--- src/rtl/monitor_pkg.sv ---
package monitor_pkg;
  typedef enum logic [1:0] {RX_IDLE, RX_START, RX_DATA, RX_STOP} rx_state_e;
  typedef enum logic [2:0] {TX_IDLE, TX_HOLD, TX_START, TX_DATA, TX_STOP} tx_state_e;
  typedef enum logic [2:0] {CM_IDLE, CM_HI, CM_LO, CM_ECHO, CM_READ, CM_SEND} cmd_state_e;
endpackage

--- src/rtl/monitor_sync.sv ---
module monitor_sync #(
  parameter int STAGES = 2
) (
  input  logic clk_i,
  input  logic rst_ni,
  input  logic d_i,
  output logic q_o
);
  logic [STAGES-1:0] q;

  always_ff @(posedge clk_i or negedge rst_ni) begin
    if (!rst_ni) q <= '1;  // idle line is high
    else         q <= {q[STAGES-2:0], d_i};
  end

  assign q_o = q[STAGES-1];
endmodule

--- src/rtl/monitor_rx.sv ---
module monitor_rx
  import monitor_pkg::*;
#(
  parameter int BIT_CYC = 16
) (
  input  logic       clk_i,
  input  logic       rst_ni,
  input  logic       en_i,
  input  logic       rx_i,
  output logic       byte_v_o,
  output logic [7:0] byte_o,
  output logic       brk_o,
  output logic       busy_o
);
  localparam int CNT_W = $clog2(BIT_CYC + 1);
  localparam int HALF  = BIT_CYC / 2;

  rx_state_e        st;
  logic [CNT_W-1:0] cnt;
  logic [2:0]       idx;
  logic             prev_q;

  always_ff @(posedge clk_i or negedge rst_ni) begin
    if (!rst_ni) begin
      st       <= RX_IDLE;
      cnt      <= '0;
      idx      <= '0;
      prev_q   <= 1'b1;
      byte_o   <= '0;
      byte_v_o <= 1'b0;
      brk_o    <= 1'b0;
    end else begin
      prev_q   <= rx_i;
      byte_v_o <= 1'b0;
      brk_o    <= 1'b0;
      if (!en_i) begin
        st <= RX_IDLE;
      end else begin
        case (st)
          RX_IDLE: if (prev_q && !rx_i) begin
            cnt <= CNT_W'(HALF - 1);
            st  <= RX_START;
          end
          RX_START: if (cnt == '0) begin
            if (!rx_i) begin  // still low at mid-bit: genuine start
              cnt <= CNT_W'(BIT_CYC - 1);
              idx <= '0;
              st  <= RX_DATA;
            end else begin
              st <= RX_IDLE;
            end
          end else cnt <= cnt - 1'b1;
          RX_DATA: if (cnt == '0) begin
            byte_o <= {rx_i, byte_o[7:1]};
            cnt    <= CNT_W'(BIT_CYC - 1);
            idx    <= idx + 1'b1;
            if (idx == 3'd7) st <= RX_STOP;
          end else cnt <= cnt - 1'b1;
          RX_STOP: if (cnt == '0) begin
            st <= RX_IDLE;
            if (rx_i) byte_v_o <= 1'b1;
            else      brk_o    <= 1'b1;  // missing stop bit
          end else cnt <= cnt - 1'b1;
          default: st <= RX_IDLE;
        endcase
      end
    end
  end

  assign busy_o = (st != RX_IDLE);
endmodule

--- src/rtl/monitor_tx.sv ---
module monitor_tx
  import monitor_pkg::*;
#(
  parameter int BIT_CYC = 16
) (
  input  logic       clk_i,
  input  logic       rst_ni,
  input  logic       start_i,
  input  logic [7:0] data_i,
  input  logic       hold_i,
  output logic       oe_o,
  output logic       busy_o,
  output logic       done_o
);
  localparam int CNT_W = $clog2(2 * BIT_CYC + 1);

  tx_state_e        st;
  logic [CNT_W-1:0] cnt;
  logic [2:0]       idx;
  logic [7:0]       sh;

  always_ff @(posedge clk_i or negedge rst_ni) begin
    if (!rst_ni) begin
      st  <= TX_IDLE;
      cnt <= '0;
      idx <= '0;
      sh  <= '0;
    end else begin
      case (st)
        TX_IDLE: if (start_i) begin
          sh  <= data_i;
          idx <= '0;
          if (hold_i) begin
            cnt <= CNT_W'(2 * BIT_CYC - 1);
            st  <= TX_HOLD;
          end else begin
            cnt <= CNT_W'(BIT_CYC - 1);
            st  <= TX_START;
          end
        end
        TX_HOLD: if (cnt == '0) begin
          cnt <= CNT_W'(BIT_CYC - 1);
          st  <= TX_START;
        end else cnt <= cnt - 1'b1;
        TX_START: if (cnt == '0) begin
          cnt <= CNT_W'(BIT_CYC - 1);
          st  <= TX_DATA;
        end else cnt <= cnt - 1'b1;
        TX_DATA: if (cnt == '0) begin
          sh  <= sh >> 1;
          cnt <= CNT_W'(BIT_CYC - 1);
          idx <= idx + 1'b1;
          if (idx == 3'd7) st <= TX_STOP;
        end else cnt <= cnt - 1'b1;
        TX_STOP: if (cnt == '0) st <= TX_IDLE;
                 else cnt <= cnt - 1'b1;
        default: st <= TX_IDLE;
      endcase
    end
  end

  assign oe_o   = (st == TX_START) || (st == TX_DATA && !sh[0]);
  assign busy_o = (st != TX_IDLE);
  assign done_o = (st == TX_STOP) && (cnt == '0);
endmodule

--- src/rtl/monitor_cmd.sv ---
module monitor_cmd
  import monitor_pkg::*;
#(
  parameter logic [7:0] READ_OP = 8'h4A
) (
  input  logic        clk_i,
  input  logic        rst_ni,
  input  logic        byte_v_i,
  input  logic [7:0]  byte_i,
  input  logic        brk_i,
  input  logic        tx_done_i,
  input  logic [7:0]  mem_data_i,
  output logic        rd_o,
  output logic [15:0] addr_o,
  output logic        res_start_o,
  output logic [7:0]  res_data_o,
  output logic        hold_o
);
  cmd_state_e st;

  always_ff @(posedge clk_i or negedge rst_ni) begin
    if (!rst_ni) begin
      st     <= CM_IDLE;
      addr_o <= '0;
    end else if (brk_i) begin
      st <= CM_IDLE;  // break drops a partial command
    end else begin
      case (st)
        CM_IDLE: if (byte_v_i && byte_i == READ_OP) st <= CM_HI;
        CM_HI:   if (byte_v_i) begin addr_o[15:8] <= byte_i; st <= CM_LO; end
        CM_LO:   if (byte_v_i) begin addr_o[7:0]  <= byte_i; st <= CM_ECHO; end
        CM_ECHO: if (tx_done_i) st <= CM_READ;
        CM_READ: st <= CM_SEND;
        CM_SEND: st <= CM_IDLE;
        default: st <= CM_IDLE;
      endcase
    end
  end

  assign rd_o        = (st == CM_READ);
  assign res_start_o = (st == CM_SEND);
  assign res_data_o  = mem_data_i;
  assign hold_o      = (st == CM_ECHO) || (st == CM_READ) || (st == CM_SEND);
endmodule

--- src/rtl/monitor_port.sv ---
module monitor_port
  import monitor_pkg::*;
#(
  parameter int         BIT_CYC = 16,
  parameter logic [7:0] READ_OP = 8'h4A
) (
  input  logic        clk_i,
  input  logic        rst_ni,
  input  logic        pin_i,
  output logic        pin_oe_o,
  output logic [15:0] mem_addr_o,
  output logic        mem_rd_o,
  input  logic [7:0]  mem_data_i
);
  logic       rx_s, rx_en, rx_busy;
  logic       byte_v, brk;
  logic [7:0] rx_byte, res_data, tx_data;
  logic       res_start, cmd_hold;
  logic       tx_start, tx_busy, tx_done;

  monitor_sync #(.STAGES(2)) u_sync (
    .clk_i(clk_i), .rst_ni(rst_ni), .d_i(pin_i), .q_o(rx_s)
  );

  assign rx_en = !tx_busy && !cmd_hold;

  monitor_rx #(.BIT_CYC(BIT_CYC)) u_rx (
    .clk_i(clk_i), .rst_ni(rst_ni), .en_i(rx_en), .rx_i(rx_s),
    .byte_v_o(byte_v), .byte_o(rx_byte), .brk_o(brk), .busy_o(rx_busy)
  );

  monitor_cmd #(.READ_OP(READ_OP)) u_cmd (
    .clk_i(clk_i), .rst_ni(rst_ni), .byte_v_i(byte_v), .byte_i(rx_byte),
    .brk_i(brk), .tx_done_i(tx_done), .mem_data_i(mem_data_i),
    .rd_o(mem_rd_o), .addr_o(mem_addr_o), .res_start_o(res_start),
    .res_data_o(res_data), .hold_o(cmd_hold)
  );

  assign tx_start = byte_v || brk || res_start;
  assign tx_data  = brk ? 8'h00 : (res_start ? res_data : rx_byte);

  monitor_tx #(.BIT_CYC(BIT_CYC)) u_tx (
    .clk_i(clk_i), .rst_ni(rst_ni), .start_i(tx_start), .data_i(tx_data),
    .hold_i(brk), .oe_o(pin_oe_o), .busy_o(tx_busy), .done_o(tx_done)
  );
endmodule

--- config.mk ---
export PLATFORM = sky130hd
export DESIGN_NAME = monitor_port
export DESIGN_NICKNAME = d
export VERILOG_FILES = /design/src/rtl/monitor_pkg.sv /design/src/rtl/monitor_sync.sv /design/src/rtl/monitor_rx.sv /design/src/rtl/monitor_tx.sv /design/src/rtl/monitor_cmd.sv /design/src/rtl/monitor_port.sv
export SDC_FILE = /design/constraint.sdc
export NUM_CORES = 1
export LEC_CHECK = 0
export BUFFER_PORTS_ARGS = -buffer_cell sky130_fd_sc_hd__buf_2
export CAP_MARGIN = 10
export CORE_AREA = 2 2 109 111
export DETAILED_ROUTE_END_ITERATION = 7
export DIE_AREA = 0 0 111 113
export PLACE_DENSITY = 0.45
export SLEW_MARGIN = 40
export SYNTH_ARGS = -nofsm -noshare
export SYNTH_HDL_FRONTEND = slang
export SYNTH_SLANG_ARGS = --single-unit
export TNS_END_PERCENT = 30
--- constraint.sdc ---
create_clock -name clk_i -period 1.9 [get_ports clk_i]
set_input_delay 0.285 -clock clk_i [delete_from_list [all_inputs] [get_ports clk_i]]
set_output_delay 0.285 -clock clk_i [all_outputs]
set_load 0.01 [all_outputs]
==> impl_results.md, run 1 <==
* Period utilisation layout at 98.00%
* Clk sinks at 62
* Post-synth EDFFs at 0
* Pwr dens at 1055 nW/µm²
* Peak VDD IR at 0.0004350 V
* Top cell type by total area after synthesis: dfrtp_1
* Finished Cell Area at 4118 µm²
* Die area at 12540 µm²
* First-pass GRT wire length at 12520 µm
* Port Buffers at 28
* Top-Level Pins at 29
* Final Critical Period at 1.862 ns
* DP Wirelength at 5258 µm
* Routed length per instance at 14.66 µm
* RePlAce Congestion at 0.7775
* Vias in the first global route at 2563
* Slew headroom at 70.91%
* CP startpoint kind: register
* DRT iter0 DRCs at 91
* Post-Synthesis Cells at 307
* Dpl cell area at 3787 µm²
* Post-CTS setup buffers at 0
* Clock Pin Slew Worst Setup and Hold Paths at 0.06 ns
* Crit path DAT at 2.08 ns
* Type of the worst setup path: reg -> reg
* Worst Clk Skew at 0.006082 ns
* Starting Density at 29.65%
* H-tree Lvls at 3
* Overall routing resource usage at 12.63%
* DR vias/cell at 4.956
* Final wirelength at 7389 µm
* Final net count at 378
* Worst Tran Pin Value at 0.4318 ns
* Final slew viol count at 0
* Syn nets at 329
* Post-synth ARST share at 100.0%
* Area grow syn2layout at 23.21%
* Multi-input gate area at 1678 µm²
* Status: finished, final reports clean
* Hold WS at 0.05252 ns
* # rows at 39
* CTS tree: built
* CTS max path bufs at 2
* Average size of a mapped cell at 10.89 µm²
* Synth unique cells at 61
* Chip height at 113 µm
* Die W at 111 µm
* Ant diodes at 0
* DR DRC count at 0
* Worst-path maximum fanout at 4
* Share of cells above drive strength 1 at 32.41%
* Pin count of the biggest net entering global routing at 48
* # fillers at 1130
* Yosys top cell area share at 44.18%
* Worst Setup End Kind: register
* Worst reg2reg setup slack at 0.04 ns
* Register area at 1555 µm²
* Hold WC Path Type: in -> reg
* Final hold vios at 0
* Grt total ovfl at 0
* Drt pass-1 iters at 4
* Top FF cell, synth: dfrtp_1
* Num CTS Buffers at 9
* Synthesized area at 3342 µm²
* Antenna Nets Post-Route at 0
* Area contributors post-synth: dfrtp_1, mux2_2, ha_1
* Placeable Area at 11270 µm²
* Pleak at 1.982 nW
* Required time worst endpoint at 2.12 ns
* Synthesis-stage register bit count at 62
* Clk_lat worst skew at 0.33 ns
* Max Cap Violations at 0
* Final setup vio count at 0
* Setup repair after global routing missed its margin: yes
* F_max at 537.0 MHz
* Via Count at 2498
* Warnings, synthesis at 0
* Initial antenna violation count at 0
* Clk Tree Root Cell: clkbuf_16
* Sequential-to-total area share from yosys stat at 46.54%
## state kept, by name, indices dropped and copies added, names as in the netlist
register       cells
u_sync.q           2
u_rx.byte_o        8
u_rx.cnt           5
u_rx.byte_v_o      1
u_cmd.addr_o      16
u_tx.idx           3
u_cmd.st           3
u_rx.brk_o         1
u_tx.st            3
u_tx.cnt           6
u_rx.prev_q        1
u_rx.idx           3
u_tx.sh            8
u_rx.st            2
## per-layer routing
metal | part of all wire [%] | GRT usage [%] | vias up
met5 | 0 | 0 | -
met4 | 2.2 | 7.250 | 0
met3 | 2.3 | 1.875 | 11
met2 | 48 | 21.06 | 39
met1 | 47 | 15.73 | 1232
li1 | - | - | 1216
## layout by cell type, fill, tap and decap left out, drive strengths merged, types with 3 or more instances in the layout
master  synthesis  layout
nand3           6       6
nor3b           4       4
dfrtp          59      59
nand2          20      20
nand2b          4       4
clkbuf         11       9
mux2i          13      13
mux2           36      36
nor2           15      15
nor2b           6       6
buf             5      53
nand3b          3       3
a21oi          13      13
ha             11      11
and3            3       3
o31ai           3       3
clkinv          0       4
dfstp           3       3
o21ai          20      20
a211o           3       3
nor3           10      10
and3b           3       3
inv            15      16
## worst paths after layout
path / startpoint / endpoint / cells after the start
min: pin_i / u_sync.q[0]$_DFF_PN1_ / 1
max reg2reg: u_rx.cnt[0]$_DFFE_PN0P_ / u_rx.idx[0]$_DFFE_PN0P_ / 6
min reg2reg: u_sync.q[0]$_DFF_PN1_ / u_sync.q[1]$_DFF_PN1_ / 0
min in group asynchronous: rst_ni / u_tx.cnt[4]$_DFFE_PN0P_ / 2
max in group asynchronous: rst_ni / u_rx.prev_q$_DFF_PN1_ / 3
max: u_rx.cnt[0]$_DFFE_PN0P_ / u_rx.idx[0]$_DFFE_PN0P_ / 6
## cells in the mapped netlist (3+ instances only)
cell type	count
a211o_1	3
a21oi_1	13
and3_1	3
and3b_1	3
buf_2	3
clkbuf_1	9
dfrtp_1	59
dfstp_2	3
ha_1	11
inv_1	15
mux2_1	8
mux2_2	28
mux2i_1	13
nand2_1	20
nand2b_1	4
nand3_1	5
nand3b_1	3
nor2_1	15
nor2b_1	6
nor3_1	8
nor3b_1	4
o21ai_0	19
o31ai_1	3
## cell type report
class,count,share of cell area (%)
well taps,143,4.345
clock buffers,9,5.469
clock inverters,7,1.793
repair buffers,54,8.508
inverters,15,1.367
flip-flops and latches,62,37.77
multi-input cells,214,40.75
## metrics by stage
stage | utilization, % | power (mW) | TNS (ns) | setup slack [ns] | cells
detailed placement | 33.60 | 2.701 | 0 | 0.03936 | 487
floorplan | - | 2.320 | 0 | 0.01318 | 307
global route | 36.53 | 4.603 | -0.2716 | -0.03975 | 504
CTS | 36.34 | 4.387 | 0 | 0.02843 | 504
global placement | 33.60 | 2.701 | 0 | 0.05265 | 487
finish | 36.53 | 4.343 | 0 | 0.03797 | 504
## report_power, final
| group | total, mW | switching, mW | internal [mW] |
|---|---|---|---|
| Sequential | 1.65 | 0.171 | 1.48 |
| Clock | 1.65 | 0.631 | 1.02 |
| Combinational | 1.05 | 0.557 | 0.491 |
| Total | 4.34 | 1.36 | 2.98 |
## kinds of logic (layout without fill, tap and decap cells)
kind of cell | Yosys count | after routing | share of synthesized area (%)
mux | 49 | 49 | 16.02
buf+inv | 31 | 85 | 3.893
simple gates | 89 | 89 | 16.47
fa+ha+maj | 12 | 12 | 4.418
compound gates | 64 | 64 | 12.65
flops | 62 | 62 | 46.54
## what timing repair did
item | in CTS | in global routing
hold buffers | 1 | 0
gates resized for setup | 0 | 6
setup endpoints to repair | 0 | 21
hold endpoints to repair | 15 | 0
## worst max-delay path, cell delays in order (launching register included)
cell	delay (ns)
dfrtp_1	0.38
inv_1	0.09
ha_1	0.16
or4b_4	0.50
a21oi_2	0.12
o211a_1	0.17
mux2_2	0.33
Power figures use the tool's default switching activity.
==> run 2, diff against run 1 <==
- SETUP_SLACK_MARGIN: not set -> 0.15
==> run 2 against run 1 <==
  * Via count increased by 0.84%
  * Cell area rose by 1.9%
  * Sequential power about the same
  * First-iteration DRC count increased by 12%
  * Global-route usage rose by 0.35 points
  * Clock power shrank 9%
  * Sequential cell count unchanged
==> impl_results.md, run 2 (same netlist as run 1, synthesis figures left out) <==
* Sequential share of power at 38.3%
* CTS max path bufs at 2
* Top-Level Pins at 29
* Worst r2r dst: u_rx.idx[0]$_DFFE_PN0P_
* Type of the worst setup path: reg -> reg
* First-pass GRT wire length at 13040 µm
* DP Wirelength at 5479 µm
* Worst Setup SP: u_rx.cnt[0]$_DFFE_PN0P_
* Starting Density at 29.65%
* Port Buffers at 28
* Most common cell after layout, fill and taps aside: dfrtp_1
* Drt pass-1 iters at 4
* RePlAce Congestion at 0.8238
* Setup tns final at 0 ns
* Die W at 111 µm
* Worst Tran Pin Value at 0.5190 ns
* Area grow syn2layout at 25.57%
* Die area at 12540 µm²
* Share of cells above drive strength 1 at 35.87%
* Antenna Nets Post-Route at 0
* R2R cell count at 6
* Pleak at 2.016 nW
* CP cell instances: inv_2 > ha_4 > or4b_4 > a21oi_2 > o211a_1 > mux2_4
* Routed length per instance at 14.97 µm
* Hold WC Path Type: in -> reg
* Via Count at 2519
* Finished Cell Area at 4197 µm²
* Final setup vio count at 0
* Worst path slowest cell: or4b_4
* Regs by FF count: u_cmd.addr_o: 16 flops, u_rx.byte_o: 8 flops, u_tx.sh: 8 flops
* Int Pwr at 2.937 mW
* Placed instance count at 488
* Buf+Inv Stages, Crit Path at 1
* Required time worst endpoint at 2.11 ns
* Power share of the clock group at 34.7%
* R2r startpoint: u_rx.cnt[0]$_DFFE_PN0P_
* Pin count of the biggest net entering global routing at 48
* Clk sinks at 62
* Final net count at 385
* Switch share at 32.09%
* Worst-path maximum fanout at 4
* Initial antenna violation count at 0
* Peak VDD IR at 0.0005748 V
* DR vias/cell at 4.930
* Clk Tree Root Cell: clkbuf_16
* Worst Setup End Kind: register
* Clk_lat worst skew at 0.32 ns
* Hold Path Depth at 1
* DR DRC count at 0
* Levels on crit path at 6
* Status: finished, final reports clean
* CTS tree: built
* DRT iter0 DRCs at 102
* Commonest cells after routing, fill and taps aside: dfrtp_1, buf_4, buf_2
* Grt total ovfl at 0
* Worst Clk Skew at 0.006297 ns
* Comb power frac at 27.0%
* Worst reg2reg setup slack at 0.08 ns
* Worst setup path endpoint: u_rx.idx[0]$_DFFE_PN0P_
* H-tree Lvls at 3
* Period utilisation layout at 95.86%
* Biggest register: u_cmd.addr_o
* Num CTS Buffers at 9
* Slew headroom at 65.03%
* Hold WS at 0.05915 ns
* Final wirelength at 7649 µm
* CP top delay family: simple AND/OR/NAND/NOR gates
* Number of flip-flops under the largest register name at 16
* Pwr dens at 1031 nW/µm²
* Setup repair after global routing missed its margin: yes
* Dpl cell area at 3815 µm²
* F_max at 549.0 MHz
* # rows at 39
* Final Critical Period at 1.821 ns
* Vias in the first global route at 2582
* Ant diodes at 0
* # fillers at 1123
* Crit path DAT at 2.03 ns
* CP startpoint kind: register
* Max incr delay on CP at 0.49 ns
* Clock Pin Slew Worst Setup and Hold Paths at 0.05 ns
* Max Cap Violations at 0
* Chip height at 113 µm
* Placeable Area at 11270 µm²
* Final non-filler cell total at 511
* Final hold vios at 0
* Overall routing resource usage at 12.98%
* Final slew viol count at 0
* Net switching power at 1.388 mW
run 2: cell count changes in the layout (fill, tap and decap cells not counted), moves of 2 or more:
cell     delta
buf_4       +6
dfrtp_2     +2
inv_1       -2
inv_2       +2
dfrtp_1     -2
run 2: worst min-delay path by stage:
stage / startpoint / end / slack (ns)
2_1_floorplan: rst_ni / u_cmd.addr_o[0]$_DFFE_PN0P_ / -0.01
3_3_place_gp: rst_ni / u_tx.cnt[2]$_DFFE_PN0P_ / 0.26
3_5_place_dp: rst_ni / u_tx.cnt[2]$_DFFE_PN0P_ / 0.26
4_1_cts: pin_i / u_sync.q[0]$_DFF_PN1_ / 0.04
5_1_grt: pin_i / u_sync.q[0]$_DFF_PN1_ / 0.04
6_report: pin_i / u_sync.q[0]$_DFF_PN1_ / 0.06
run 2: power by group through the flow:
stage	clock network (mW)	registers (mW)	logic, mW
4_1_cts	1.56	1.65	1.17
2_1_floorplan	0	1.64	0.709
3_3_place_gp	0	1.67	1.08
5_1_grt	1.62	1.68	1.30
3_5_place_dp	0	1.68	1.09
6_report	1.50	1.66	1.17
run 2: metal layers:
layer	vias to the layer above	global-route usage (%)	part of all wire (%)
met5	-	0	0
met4	0	5.000	1.2
met3	6	2.732	3.0
met2	43	20.74	48
met1	1239	17.39	48
li1	1231	-	-
run 2: final cells by class:
type | count | area (µm²) | share of cell area (%)
inverter | 15 | 56.30 | 1.342
multi-input combinational | 214 | 1722 | 41.03
tap | 143 | 178.9 | 4.264
sequential | 62 | 1558 | 37.12
clock buffer | 9 | 225.2 | 5.367
clock inverter | 7 | 50.05 | 1.193
timing repair buffer | 61 | 406.6 | 9.690
run 2: stage by stage:
step | power [mW] | setup slack [ns] | util (%)
2_1_floorplan | 2.346 | 0.08382 | -
3_3_place_gp | 2.754 | 0.07870 | 33.84
3_5_place_dp | 2.768 | 0.07038 | 33.84
4_1_cts | 4.379 | 0.08309 | 36.90
5_1_grt | 4.608 | 0.01016 | 37.23
6_report | 4.325 | 0.07859 | 37.23
run 2: what timing repair did:
item,in CTS,in global routing
setup buffers,6,0
pin swaps,3,0
setup endpoints to repair,25,37
hold buffers,1,0
hold endpoints to repair,15,0
gates resized for setup,3,9
